--- config.mk ---
export PLATFORM = sky130hd
export DESIGN_NAME = hpt_walker
export DESIGN_NICKNAME = d
export VERILOG_FILES = /design/src/rtl/hpt_pkg.sv /design/src/rtl/hpt_ctrl.sv /design/src/rtl/hpt_dpath.sv /design/src/rtl/hpt_walker.sv
export SDC_FILE = /design/constraint.sdc
export NUM_CORES = 2
export LEC_CHECK = 0
export ABC_AREA = 1
export BUFFER_PORTS_ARGS = -buffer_cell sky130_fd_sc_hd__buf_2
export CORE_AREA = 2 2 486 488
export CTS_CLUSTER_DIAMETER = 200
export DETAILED_ROUTE_END_ITERATION = 6
export DIE_AREA = 0 0 488 490
export MAX_ROUTING_LAYER = met4
export SLEW_MARGIN = 20
export SYNTH_ARGS = -nofsm -noshare
export SYNTH_HDL_FRONTEND = slang
export SYNTH_SLANG_ARGS = --single-unit
--- constraint.sdc ---
create_clock -name clk -period 6.6 [get_ports clk]
set_input_delay 1.65 -clock clk [delete_from_list [all_inputs] [get_ports clk]]
set_output_delay 1.65 -clock clk [all_outputs]
set_load 0.03 [all_outputs]
--- src/rtl/hpt_pkg.sv ---
package hpt_pkg;
  typedef enum logic [1:0] {
    ST_IDLE,
    ST_FETCH,
    ST_WAIT,
    ST_SCAN
  } walkState_e;

  typedef struct packed {
    logic load;
    logic capture;
    logic advance;
    logic flipPass;
    logic hit;
    logic miss;
  } walkStrobe_t;
endpackage

--- src/rtl/hpt_ctrl.sv ---
module hpt_ctrl
  import hpt_pkg::*;
(
  input  logic        clk,
  input  logic        rstN,
  input  logic        reqValid,
  input  logic        memRdValid,
  input  logic        entryMatch,
  input  logic        lastStep,
  input  logic        secPass,
  output walkStrobe_t strb,
  output logic        memReq,
  output logic        busy
);
  walkState_e state, stateNxt;

  always_ff @(posedge clk or negedge rstN) begin
    if (!rstN) state <= ST_IDLE;
    else       state <= stateNxt;
  end

  always_comb begin
    strb     = '0;
    stateNxt = state;
    unique case (state)
      ST_IDLE: if (reqValid) begin
        strb.load = 1'b1;
        stateNxt  = ST_FETCH;
      end
      ST_FETCH: stateNxt = ST_WAIT;
      ST_WAIT: if (memRdValid) begin
        strb.capture = 1'b1;
        stateNxt     = ST_SCAN;
      end
      ST_SCAN: begin
        if (entryMatch) begin
          strb.hit = 1'b1;
          stateNxt = ST_IDLE;
        end else if (lastStep) begin
          if (!secPass) begin
            strb.flipPass = 1'b1;
            stateNxt      = ST_FETCH;
          end else begin
            strb.miss = 1'b1;
            stateNxt  = ST_IDLE;
          end
        end else begin
          strb.advance = 1'b1;
        end
      end
      default: stateNxt = ST_IDLE;
    endcase
  end

  assign memReq = (state == ST_FETCH);
  assign busy   = (state != ST_IDLE);

  // a read request never lasts two cycles
  a_r11_single_fetch: assert property (@(posedge clk) disable iff (!rstN)
    memReq |=> !memReq);

  // no new read while waiting for data
  a_r11_no_overlap: assert property (@(posedge clk) disable iff (!rstN)
    (memReq && !memRdValid) |=> !memReq);
endmodule

--- src/rtl/hpt_dpath.sv ---
module hpt_dpath
  import hpt_pkg::*;
#(
  parameter int VA_W     = 65,
  parameter int RA_W     = 42,
  parameter int PG_W     = 12,
  parameter int SEG_W    = 28,
  parameter int HASH_W   = 19,
  parameter int MINIDX_W = 11,
  parameter int ENT_W    = 128,
  parameter int ENTS     = 8
) (
  input  logic                 clk,
  input  logic                 rstN,
  input  walkStrobe_t          strb,
  input  logic [VA_W-1:0]      reqVaddr,
  input  logic [RA_W-1:0]      tableBase,
  input  logic [HASH_W-1:0]    tableMask,
  input  logic [ENT_W*ENTS-1:0] memRdData,
  output logic [RA_W-1:0]      memAddr,
  output logic                 entryMatch,
  output logic                 lastStep,
  output logic                 secPass,
  output logic                 done,
  output logic                 fault,
  output logic [RA_W-1:0]      realAddr,
  output logic [$clog2(ENTS)-1:0] hitSlot,
  output logic                 hitSecondary
);
  localparam int STEP_W  = $clog2(ENTS);
  localparam int AVPN_W  = VA_W - PG_W - MINIDX_W;
  localparam int RPN_W   = RA_W - PG_W;
  localparam int PIDX_W  = SEG_W - PG_W;
  localparam int LINE_SH = $clog2(ENT_W / 8 * ENTS);
  localparam int AVPN_LO = 2;
  localparam int RPN_LO  = AVPN_LO + AVPN_W;
  localparam int RSV_LO  = RPN_LO + RPN_W;
  localparam logic [HASH_W-1:0] MIN_MASK = HASH_W'((1 << MINIDX_W) - 1);

  logic [VA_W-1:0]       vaQ;
  logic [RA_W-1:0]       baseQ;
  logic [HASH_W-1:0]     maskQ;
  logic [STEP_W-1:0]     stepQ;
  logic [ENT_W*ENTS-1:0] lineQ;

  // group index
  logic [HASH_W-1:0] primHash, curHash, grpIdx;
  assign primHash = vaQ[SEG_W+HASH_W-1:SEG_W] ^ HASH_W'(vaQ[SEG_W-1:PG_W]);
  assign curHash  = secPass ? ~primHash : primHash;
  assign grpIdx   = curHash & (maskQ | MIN_MASK);
  assign memAddr  = baseQ | (RA_W'(grpIdx) << LINE_SH);

  // slot order: even slots first, then odd
  logic [STEP_W-1:0] slot;
  logic [ENT_W-1:0]  curEnt;
  assign slot   = {stepQ[STEP_W-2:0], stepQ[STEP_W-1]};
  assign curEnt = lineQ[int'(slot)*ENT_W +: ENT_W];

  logic entValid, entHsel, entRsvdZero, entVpnEq;
  assign entValid    = curEnt[0];
  assign entHsel     = curEnt[1];
  assign entRsvdZero = (curEnt[ENT_W-1:RSV_LO] == '0);
  assign entVpnEq    = (curEnt[RPN_LO-1:AVPN_LO] == vaQ[VA_W-1:PG_W+MINIDX_W]);
  assign entryMatch  = entValid && (entHsel == secPass) && entVpnEq && entRsvdZero;
  assign lastStep    = (stepQ == STEP_W'(ENTS - 1));

  always_ff @(posedge clk or negedge rstN) begin
    if (!rstN) begin
      vaQ          <= '0;
      baseQ        <= '0;
      maskQ        <= '0;
      secPass      <= 1'b0;
      stepQ        <= '0;
      lineQ        <= '0;
      done         <= 1'b0;
      fault        <= 1'b0;
      realAddr     <= '0;
      hitSlot      <= '0;
      hitSecondary <= 1'b0;
    end else begin
      done  <= strb.hit;
      fault <= strb.miss;
      if (strb.load) begin
        vaQ     <= reqVaddr;
        baseQ   <= tableBase;
        maskQ   <= tableMask;
        secPass <= 1'b0;
      end
      if (strb.flipPass) secPass <= 1'b1;
      if (strb.capture) begin
        lineQ <= memRdData;
        stepQ <= '0;
      end else if (strb.advance) begin
        stepQ <= stepQ + 1'b1;
      end
      if (strb.hit) begin
        realAddr     <= {curEnt[RSV_LO-1:RPN_LO], vaQ[PG_W-1:0]};
        hitSlot      <= slot;
        hitSecondary <= secPass;
      end
    end
  end

  // a fault is only raised at the end of the second group
  a_r7_fault_after_second: assert property (@(posedge clk) disable iff (!rstN)
    strb.miss |-> (secPass && lastStep));

  // the page offset passes straight through on a hit
  a_r6_offset_kept: assert property (@(posedge clk) disable iff (!rstN)
    done |-> (realAddr[PG_W-1:0] == vaQ[PG_W-1:0]));

  // the second group is never left for the first again mid-walk
  a_r4_pass_monotonic: assert property (@(posedge clk) disable iff (!rstN)
    (secPass && !strb.load) |=> secPass);
endmodule

--- src/rtl/hpt_walker.sv ---
module hpt_walker
  import hpt_pkg::*;
#(
  parameter int VA_W     = 65,
  parameter int RA_W     = 42,
  parameter int HASH_W   = 19,
  parameter int ENT_W    = 128,
  parameter int ENTS     = 8
) (
  input  logic                    clk,
  input  logic                    rstN,
  input  logic                    reqValid,
  input  logic [VA_W-1:0]         reqVaddr,
  input  logic [RA_W-1:0]         tableBase,
  input  logic [HASH_W-1:0]       tableMask,
  output logic                    busy,
  output logic                    memReq,
  output logic [RA_W-1:0]         memAddr,
  input  logic                    memRdValid,
  input  logic [ENT_W*ENTS-1:0]   memRdData,
  output logic                    done,
  output logic                    fault,
  output logic [RA_W-1:0]         realAddr,
  output logic [$clog2(ENTS)-1:0] hitSlot,
  output logic                    hitSecondary
);
  walkStrobe_t strb;
  logic entryMatch, lastStep, secPass;

  hpt_ctrl u_ctrl (
    .clk        (clk),
    .rstN       (rstN),
    .reqValid   (reqValid),
    .memRdValid (memRdValid),
    .entryMatch (entryMatch),
    .lastStep   (lastStep),
    .secPass    (secPass),
    .strb       (strb),
    .memReq     (memReq),
    .busy       (busy)
  );

  hpt_dpath #(
    .VA_W   (VA_W),
    .RA_W   (RA_W),
    .HASH_W (HASH_W),
    .ENT_W  (ENT_W),
    .ENTS   (ENTS)
  ) u_dpath (
    .clk          (clk),
    .rstN         (rstN),
    .strb         (strb),
    .reqVaddr     (reqVaddr),
    .tableBase    (tableBase),
    .tableMask    (tableMask),
    .memRdData    (memRdData),
    .memAddr      (memAddr),
    .entryMatch   (entryMatch),
    .lastStep     (lastStep),
    .secPass      (secPass),
    .done         (done),
    .fault        (fault),
    .realAddr     (realAddr),
    .hitSlot      (hitSlot),
    .hitSecondary (hitSecondary)
  );

  // completion pulses are exclusive
  a_r8_done_fault_excl: assert property (@(posedge clk) disable iff (!rstN)
    !(done && fault));

  // busy drops exactly when the completion pulse appears
  a_r8_busy_drop: assert property (@(posedge clk) disable iff (!rstN)
    (done || fault) |-> (!busy && $past(busy)));
endmodule

==> reports/metrics.cfg <==
[status]
status = completed

[synthesis]
syn-num-nets = 6428
yosysSeqAreaShare = 0.5665
synth_area_mm2 = 0.05270
avgSynthCellArea_um2 = 10.01
yosysMostFrequentCell = dfrtp_1
netlist_instances = 5267
synth_top_area_share = 0.5665
yosysUniqueCellTypes = 33
synth_edf_count = 0
async_flop_share = 1.000
ys_warn_count = 0
synth-seq-cells = 1193
yosys.area.top_type = dfrtp_1
synth_area_leaders = dfrtp_1 57%, mux2_2 16%, nand2_1 6.7%, nor2_1 5.3%, a21oi_1 2.7%
synthTopCellsByCount = 1,193 x dfrtp_1, 947 x nand2_1, 750 x nor2_1
synth_ff_type = dfrtp_1

[placement]
gp_congestion = 0.9159
hpwlAfterDp_um = 170100
portBuffers = 1234

[setup_path]
cp-start-kind = flip-flop
cp_slowest_cell = dfrtp_1
arrival_ps = 3070
timing.rr.start = u_dpath.stepQ[0]
critical_path.endpoint_type = output port
path_class = flip-flop to output port
cp_max_fo = 17
r2r_setup_slack_ps = 2140
slowest_delay_ps = 910
crit_required_ps = 4950
path_cells = inv_2 > xor2_1 > or2_2 > buf_2
rr_worst_depth = 15
worstReg2RegEnd = u_dpath.stepQ[2]

[min_path]
holdPathStages = 2
hold_start = u_dpath.baseQ[10]
worstHoldEndpoint = u_dpath.baseQ[10]
hold_path.class = flip-flop to flip-flop

[power_and_ir_drop]
p_int_mw = 20.45
p_per_area_mw_per_mm2 = 489.3
power_mw = 32.94
combinationalPowerShare = 0.363
seqPwrFrac = 0.386
p_sw_frac = 0.3793
leakage_nw = 32.30
p_clk_frac = 0.250
switching_power_mw = 12.50
peakVddDrop_mv = 0.2521

[clock_network]
cts_tree = done
ctsLongestPathBuffers = 3
cts_resized = 0
clock_sinks = 1193
cts_root_buf = clkbuf_16
worstSkewPairLatency_ps = 790
htree_levels = 4
hold_buffers = 0
post-cts-setup-buffer-count = 0
path_clk_slew_ps = 60
cts-buffers-inserted = 142

[detailed_routing]
drt-pass1-iter-count = 7
drtIter0Drc = 2600
vias_per_cell = 4.379
wirelength_um = 221400
wl_per_cell_um = 22.67
vias = 42780
antenna_left = 0
drcViolationCount = 0

[sta]
layout_worst_path_cycle_share = 0.7155
fin_crit_ps = 4722
setup_viol = 0
drv_slew = 0
worstMarginPinSlew_ps = 1017
clock_skew_ps = 38.98
slew_headroom = 0.3217
fmax_ghz = 0.2118
finalSetupTns_ps = 0
fin_hold_ws_ps = 475.0
hold_viol = 0
grt_setup_unrepaired = false

[finish]
drive_gt1_frac = 0.3551
nets = 7552
area_delta_synth_final_pct = 27.74
fillers = 24650

[global_route]
grt_max_degree = 195
grt_pass1_wl_um = 310700
grt_use_total = 0.1852
grt_overflow = 0
grt_pass1_vias = 43610
antenna_found_initial = 128

[floorplanning]
die_w_um = 488
start_util = 0.2252
die_h_um = 490
core_area_mm2 = 0.2341
die_area_mm2 = 0.2391
rows = 178
pin_count = 1246

[job]
drv_cap = 0

==> cell families after synthesis <==
| logic type | synth area share |
|---|---|
| fa+ha+maj | 0.001662 |
| buf+inv | 0.05237 |
| xor+xnor | 0.004487 |
| simple gates | 0.1535 |
| flops | 0.5665 |
| mux | 0.1590 |
| compound gates | 0.06256 |
==> per-stage QoR <==
stage,instance area [µm²],worst slack [ps],cells,util
after floorplan,52700,3509,5267,-
after CTS,67010,1759,9652,0.2863
after global routing,67240,1716,9739,0.2873
after global placement,62100,1811,9397,0.2653
after detailed placement,62100,1879,9397,0.2653
final,67320,1878,9769,0.2876
==> metal layers <==
| layer | vias to the layer above | part of all wire | track usage |
|---|---|---|---|
| met5 | - | 0 | - |
| met4 | 0 | 0.042 | 0.08292 |
| met3 | 350 | 0.079 | 0.04911 |
| met2 | 1664 | 0.49 | 0.3049 |
| met1 | 21110 | 0.39 | 0.2099 |
| li1 | 19660 | - | - |
==> state kept, by name (all words and copies together), names as in the netlist <==
name                  flops
u_dpath.lineQ          1024
u_dpath.vaQ              65
u_dpath.baseQ            42
u_dpath.realAddr         42
u_dpath.maskQ             8
u_dpath.hitSlot           3
u_dpath.stepQ             3
u_ctrl.state              2
u_dpath.done              1
u_dpath.fault             1
u_dpath.hitSecondary      1
u_dpath.secPass           1
==> power by group through the flow <==
stage | registers, mW | logic (mW) | clock network (mW)
2_1_floorplan | 12.0 | 8.30 | 0
3_3_place_gp | 12.7 | 11.9 | 0
3_5_place_dp | 12.8 | 12.2 | 0
4_1_cts | 12.7 | 12.2 | 8.48
5_1_grt | 13.1 | 13.2 | 8.77
6_report | 12.7 | 12.0 | 8.25
==> cell type report <==
type	instances	area (µm²)	share of cell area
sequential	1193	29860	0.4436
multi-input combinational	3418	20130	0.2990
timing repair buffer	1304	6908	0.1026
clock buffer	193	4038	0.05998
tap	3150	3941	0.05855
inverter	332	1274	0.01892
clock inverter	62	874.6	0.01299
antenna	117	292.8	0.004349
==> worst max path at each step <==
| stage | startpoint | to | slack (ps) | cells past startpoint |
|---|---|---|---|---|
| 3_5_place_dp | u_dpath.stepQ[0] | u_dpath.stepQ[2] | 1880 | 15 |
| 6_report | u_dpath.secPass | memAddr[8] | 1880 | 4 |
| 5_1_grt | u_dpath.secPass | memAddr[8] | 1720 | 4 |
| 3_3_place_gp | u_dpath.stepQ[0] | u_dpath.stepQ[2] | 1810 | 15 |
| 2_1_floorplan | u_dpath.secPass | memAddr[18] | 3510 | 4 |
| 4_1_cts | u_dpath.secPass | memAddr[8] | 1760 | 4 |
==> cell usage in the layout, fill, tap and decap left out, drive strengths merged <==
cell type / netlist / final
dfrtp: 1193 / 1193
inv: 331 / 341
nor2b: 1 / 1
clkinv: 1 / 36
nand3: 237 / 237
o211ai: 4 / 4
a31o: 3 / 3
mux2: 744 / 744
nand2: 947 / 947
o221ai: 30 / 30
nor2: 750 / 750
o22ai: 32 / 32
nor3: 30 / 30
nand3b: 31 / 31
xnor2: 11 / 11
diode: 0 / 117
o21bai: 5 / 5
or2: 15 / 15
o21a: 1 / 1
nand4: 5 / 5
or3: 2 / 2
buf: 122 / 1304
clkbuf: 202 / 193
xor2: 16 / 16
bufinv: 0 / 13
o21ai: 259 / 259
and2: 1 / 1
ha: 7 / 7
clkinvlp: 0 / 4
a21oi: 287 / 287
==> worst max-delay path: cells and delay by family (launching register included) <==
kind,cells,cell delay (ps)
DFF,1,910
buffers and inverters,2,720
xor gates and xnor gates,1,480
and+or+nand+nor,1,180
Power figures use the tool's default switching activity.
